<file path="src/rtl/cc_timer_pkg.sv">
package cc_timer_pkg;
    typedef enum logic [1:0] {
        ST_ARMED = 2'd0,
        ST_PEND  = 2'd1,
        ST_SPENT = 2'd2
    } arm_state_e;
endpackage

</file>
<file path="src/rtl/cc_counter.sv">
module cc_counter #(
    parameter int          W         = 32,
    parameter logic [W-1:0] RESET_VAL = 1
) (
    input  logic         clk,
    input  logic         rst_n,
    input  logic         tick,
    input  logic         halt,
    input  logic         wr_en,
    input  logic [W-1:0] wr_data,
    output logic [W-1:0] count
);
    localparam logic [W-1:0] ONE = {{(W-1){1'b0}}, 1'b1};

    logic [W-1:0] count_r;
    logic [W-1:0] count_nxt;

    // write beats increment; increment wraps modulo 2^W
    always_comb begin
        if (wr_en)
            count_nxt = wr_data;
        else if (tick && !halt)
            count_nxt = count_r + ONE;
        else
            count_nxt = count_r;
    end

    always_ff @(posedge clk) begin
        if (!rst_n)
            count_r <= RESET_VAL;
        else
            count_r <= count_nxt;
    end

    assign count = count_r;
endmodule

</file>
<file path="src/rtl/cc_compare.sv">
module cc_compare #(
    parameter int W = 32
) (
    input  logic         clk,
    input  logic         rst_n,
    input  logic         wr_en,
    input  logic [W-1:0] wr_data,
    input  logic [W-1:0] count,
    output logic [W-1:0] compare,
    output logic         match
);
    logic [W-1:0] cmp_r;

    always_ff @(posedge clk) begin
        if (!rst_n)
            cmp_r <= '0;
        else if (wr_en)
            cmp_r <= wr_data;
    end

    assign compare = cmp_r;
    assign match   = (count == cmp_r);
endmodule

</file>
<file path="src/rtl/cc_irq_fsm.sv">
module cc_irq_fsm
    import cc_timer_pkg::*;
(
    input  logic clk,
    input  logic rst_n,
    input  logic match,
    input  logic halt,
    input  logic ack,
    output logic pend
);
    arm_state_e state_q;
    arm_state_e state_d;

    always_ff @(posedge clk) begin
        if (!rst_n)
            state_q <= ST_ARMED;
        else
            state_q <= state_d;
    end

    always_comb begin
        state_d = state_q;
        unique case (state_q)
            ST_ARMED: if (match && !halt && !ack) state_d = ST_PEND;
            ST_PEND:  if (ack)                    state_d = ST_SPENT;
            ST_SPENT: if (!match)                 state_d = ST_ARMED;
            default:                              state_d = ST_ARMED;
        endcase
    end

    always_comb begin
        pend = (state_q == ST_PEND);
    end
endmodule

</file>
<file path="src/rtl/cc_irq_route.sv">
module cc_irq_route #(
    parameter int LINES = 8,
    parameter int SEL_W = $clog2(LINES)
) (
    input  logic             pend,
    input  logic [SEL_W-1:0] sel,
    output logic [LINES-1:0] lines
);
    for (genvar i = 0; i < LINES; i++) begin : g_line
        assign lines[i] = pend && (sel == SEL_W'(i));
    end
endmodule

</file>
<file path="src/rtl/count_compare_timer.sv">
module count_compare_timer #(
    parameter int  CNT_W = 32,
    parameter int  LINES = 8,
    localparam int SEL_W = $clog2(LINES)
) (
    input  logic             clk,
    input  logic             rst_n,
    input  logic             tick_en,
    input  logic             count_halt,
    input  logic [SEL_W-1:0] irq_sel,
    input  logic             cnt_wr_en,
    input  logic [CNT_W-1:0] cnt_wr_data,
    input  logic             cmp_wr_en,
    input  logic [CNT_W-1:0] cmp_wr_data,
    output logic [CNT_W-1:0] count_q,
    output logic [CNT_W-1:0] compare_q,
    output logic             timer_pend,
    output logic [LINES-1:0] irq_lines
);
    logic match;

    cc_counter #(.W(CNT_W), .RESET_VAL(CNT_W'(1))) u_counter (
        .clk     (clk),
        .rst_n   (rst_n),
        .tick    (tick_en),
        .halt    (count_halt),
        .wr_en   (cnt_wr_en),
        .wr_data (cnt_wr_data),
        .count   (count_q)
    );

    cc_compare #(.W(CNT_W)) u_compare (
        .clk     (clk),
        .rst_n   (rst_n),
        .wr_en   (cmp_wr_en),
        .wr_data (cmp_wr_data),
        .count   (count_q),
        .compare (compare_q),
        .match   (match)
    );

    cc_irq_fsm u_fsm (
        .clk   (clk),
        .rst_n (rst_n),
        .match (match),
        .halt  (count_halt),
        .ack   (cmp_wr_en),
        .pend  (timer_pend)
    );

    cc_irq_route #(.LINES(LINES), .SEL_W(SEL_W)) u_route (
        .pend  (timer_pend),
        .sel   (irq_sel),
        .lines (irq_lines)
    );
endmodule

</file>
<file path="config.mk">
export PLATFORM = sky130hd
export DESIGN_NAME = count_compare_timer
export DESIGN_NICKNAME = d
export VERILOG_FILES = /design/src/rtl/cc_timer_pkg.sv /design/src/rtl/cc_counter.sv /design/src/rtl/cc_compare.sv /design/src/rtl/cc_irq_fsm.sv /design/src/rtl/cc_irq_route.sv /design/src/rtl/count_compare_timer.sv
export SDC_FILE = /design/constraint.sdc
export NUM_CORES = 1
export LEC_CHECK = 0
export ABC_AREA = 1
export ABC_CLOCK_PERIOD_IN_PS = 1900
export BUFFER_PORTS_ARGS = -buffer_cell sky130_fd_sc_hd__buf_2
export CORE_ASPECT_RATIO = 0.9
export CORE_MARGIN = 2
export CORE_UTILIZATION = 51
export CTS_CLUSTER_DIAMETER = 40
export DETAILED_ROUTE_END_ITERATION = 10
export HOLD_SLACK_MARGIN = 0.12
export PLACE_DENSITY = 0.83
export SYNTH_ARGS = -nofsm -noshare
export SYNTH_HDL_FRONTEND = slang
export SYNTH_HIERARCHICAL = 1
export SYNTH_SLANG_ARGS = --single-unit
</file>
<file path="constraint.sdc">
create_clock -name clk -period 1.9 [get_ports clk]
set_clock_uncertainty 0.05 [all_clocks]
set_input_delay 0.095 -clock clk [delete_from_list [all_inputs] [get_ports clk]]
set_output_delay 0.095 -clock clk [all_outputs]
set_load 0.02 [all_outputs]
</file>
==> results.md <==
- Sequential area share after synthesis: 31.5%
- Setup crit start kind: register
- Unrepaired setup endpoints after global routing: false
- Min-Delay Path Depth: 3
- Power Density: 619 nW/um2
- GR peak layer: met2
- Clk slew on worst S/H paths: roughly 0.09 ns
- Clock Tree Buf Depth: 2
- Slew margin rel.: between 70% and 80%
- Sw Ratio: 34.1%
- Remaining antenna violation count: 0
- DR WL/cell: 16.3 um
- Site row count: 31
- Fin cells: between 1000 and 1500
- Fin crit share: 98.1%
- Register area: 1320 um2
- Yosys cell types: 40
- Required @ worst endpoint: roughly 2.2 ns
- Power share of the combinational group: between 20% and 30%
- Critical-path cell list: nand2_1 -> inv_1 -> nor2_1 -> nor2_1 -> nand2_1 -> nor2_1 -> nand2_1 -> nor2_1 -> inv_1 -> nor2_1 -> nand3_1 -> a21oi_2
- Maximum operating frequency: between 500 and 600 MHz
- Register-to-Register Setup Slack: 0.04 ns
- Overall die width: 99.5 um
- Tmin final: 1.86 ns
- Vias in the first global route: ~5400
- Nets: 994
- Peak supply drop: 471 uV
- Met1 Resource Use GR: 46.0%
- Die area: 8960 um2
- Reg-to-Reg End: u_fsm/state_q[0]
- Setup TNS: 0 ns
- Net load switching power: 1.28 mW
- Met3 Resource Use GR: 10.5%
- Mapped Cells: approximately 700
- Syn avg cell area: a little over 6 um2
- Max incr delay on CP: 0.49 ns
- Chip height: 90.0 um
- Initial Util: 52.2%
- Setup crit end kind: register
- Synth warnings: 6
- Crit. Startpoint: u_compare/compare[9]
- Final Hold Viols: 0
- Syn nets: 765
- Syn-to-layout area delta: 45.0%
- Critical path's slowest cell: dfxtp_1
- Gr usage total: 37.1%
- Via-per-instance ratio: 5.48
- N_diodes: 0
- Worst EP arrival: between 2 and 2.5 ns
- Antenna violations before repair: 0
- GRT met2 Usage: approximately three fifths
- CTS tree: done
- Most used cell, CP: nor2_1
- TritonCTS Sinks: 66
- # fillers: 609
- Reg2reg start: u_compare/compare[9]
- H-tree depth: 3
- DRT Pass-1 Iters: 6
- Post-Syn Area: 4190 um2
- Post-CTS Setup Bufs: 0
- Hold path start: cnt_wr_en
- Sequential power share: 42.8%
- Global placement routability congestion: 0.969
- Largest net degree at the start of global routing: 31
- Multi-input logic area: between 2000 and 2500 um2
- Ratio of cells with drive above 1 in the final layout: between 20% and 30%
- Vias post-DR: approximately 5600
- DRT iter0 DRCs: 425
- Detailed Route WL: 16600 um
- Number of synthesized register bits: 66
- Max-slew violation count: 0
- Final setup viols: 0
- Critical path peak fanout: 4
- Clk_lat worst skew: roughly 0.36 ns
- I/O pin count: 146
- Clock power frac: 33.4%
- Root buffer cell: clkbuf_8
- Worst setup path category: reg2reg
- Worst Max-Slew Pin Slew: 0.419 ns
- First-pass GRT wire length: 26400 um
- R2r worst-path depth: 12
- Hold Path End: u_counter/count[4]
- Core area: about 8000 um2
- Internal Power: about 2.5 mW
- Min-delay worst type: in2reg
- Dpl cells: 924
- HPWL Detailed: approximately 11000 um
- Buffers on Ports: between 100 and 150
- Leakage: between 2 and 3 nW
- Outcome: complete, no violations
- Maxcap violations: 0
- CTS Buf Count: 9
- DR DRC count: 0
- Congestion Overflow GR: 0
[cells in the final DEF (no fill, tap or decap), types with 2 or more instances in the layout]
cell / count
a21oi_1: 36
a21oi_2: 3
a22o_1: 2
a22oi_1: 2
a31oi_1: 8
buf_2: 144
buf_4: 8
clkbuf_8: 9
clkinvlp_4: 2
dfxtp_1: 66
dlygate4sd3_1: 84
inv_1: 99
inv_2: 6
inv_6: 4
nand2_1: 181
nand2_2: 10
nand2_4: 2
nand3_1: 38
nand3_2: 2
nand4_1: 3
nor2_1: 112
nor2_2: 11
nor2_4: 10
nor3_1: 5
o211ai_1: 2
o21ai_0: 45
o21ai_1: 3
o21bai_1: 4
o311ai_1: 4
xor2_1: 4
[how the worst max path moves through the flow]
stage / end / slack, ns / cells after the start
2_1_floorplan: u_counter/count[30] / 0.23 / 10
3_3_place_gp: u_fsm/state_q[0] / 0.21 / 12
3_5_place_dp: u_fsm/state_q[0] / 0.21 / 12
4_1_cts: u_compare/compare[13] / 0.1 / 7
5_1_grt: u_fsm/state_q[0] / 0.008 / 12
6_report: u_fsm/state_q[0] / 0.04 / 12
[Yosys cell counts]
| library cell | instances | area, um2 |
|---|---|---|
| nand3b_1 | 1 | 7.51 |
| dfxtp_1 | 66 | 1320 |
| nand3_1 | 38 | 190 |
| o21ai_2 | 1 | 8.76 |
| nor2_8 | 1 | 20.0 |
| a22oi_1 | 2 | 15.0 |
| nor2_2 | 11 | 68.8 |
| a21oi_1 | 36 | 180 |
| clkbuf_2 | 1 | 5.00 |
| o221ai_1 | 1 | 8.76 |
| nand4_1 | 3 | 18.8 |
| a21oi_2 | 3 | 26.3 |
| and3_1 | 1 | 6.26 |
| a21o_1 | 1 | 7.51 |
| o21bai_2 | 1 | 11.3 |
| clkinv_1 | 1 | 3.75 |
| nand2_1 | 181 | 679 |
| o21ai_0 | 45 | 225 |
| nor2_1 | 112 | 420 |
| buf_2 | 13 | 65.1 |
| nand3_2 | 2 | 20.0 |
| o311ai_1 | 4 | 35.0 |
| clkbuf_1 | 4 | 15.0 |
| a31oi_1 | 8 | 50.1 |
| nand2_2 | 10 | 62.6 |
| a22o_1 | 2 | 17.5 |
| a221oi_1 | 1 | 8.76 |
| o21ai_1 | 3 | 15.0 |
| buf_4 | 2 | 15.0 |
| inv_2 | 7 | 26.3 |
| o21bai_1 | 4 | 30.0 |
| buf_1 | 1 | 3.75 |
| nor2_4 | 10 | 113 |
| inv_1 | 99 | 372 |
| nand2_4 | 2 | 22.5 |
| xor2_1 | 4 | 35.0 |
| nor3_1 | 5 | 25.0 |
| a21boi_1 | 1 | 7.51 |
| ha_1 | 1 | 12.5 |
| o211ai_1 | 2 | 15.0 |
[state kept, by name, summed over array words and instances (netlist names)]
signal,flops
u_compare/compare,32
u_counter/count,32
u_fsm/state_q,2
[layer usage]
metal | up-vias | wire, um
met5 | - | 0
met2 | 396 | 7620
met1 | 2510 | 6530
met4 | 0 | 575
met3 | 73 | 1930
li1 | 2631 | -
[repair_timing]
action	in CTS	in global routing
endpoints found under the setup margin	0	9
hold endpoints to repair	66	0
hold buffers	84	0
gates resized for setup	0	5
[worst max-delay path: cells and delay by family (launching register included)]
family                 cells  cell delay (ns)
AOI/OAI and AO/OA          1             0.13
buffers and inverters      2             0.13
DFF                        1             0.49
and+or+nand+nor            9             1.02
[power by group through the flow]
stage	registers, mW	clock network [mW]	logic [mW]
detailed placement	1.63	0	0.704
finish	1.61	1.25	0.895
global route	1.62	1.32	0.966
floorplan	1.70	0	0.339
CTS	1.60	1.26	0.846
global placement	1.63	0	0.692
[kinds of logic after synthesis]
family | Yosys count | share of synthesized area [%]
and+or+nand+nor | 377 | 39.5
buffers and inverters | 128 | 12.1
AOI/OAI and AO/OA | 115 | 15.8
DFF | 66 | 31.5
xor gates and xnor gates | 4 | 0.836
adders and majority gates | 1 | 0.299
[per-stage QoR]
step                worst slack, ns  utilization, %  power [mW]  hold WS (ns)  area, um2
global placement              0.211            62.6        2.32         0.266       5020
finish                       0.0353            75.7        3.76         0.166       6080
floorplan                     0.233               -        2.04         0.180       4190
CTS                          0.0993            75.5        3.71         0.143       6060
global route                0.00813            75.7        3.91         0.190       6080
detailed placement            0.209            62.6        2.34         0.274       5020
[area by class of cell]
type,count,area share (%)
clock buffer,9,2.04
clock inverter,7,1.26
inverter,107,6.69
multi-input combinational,497,38.9
sequential,66,21.7
tap,99,2.04
timing repair buffer,239,27.3
Power figures use the tool's default switching activity.
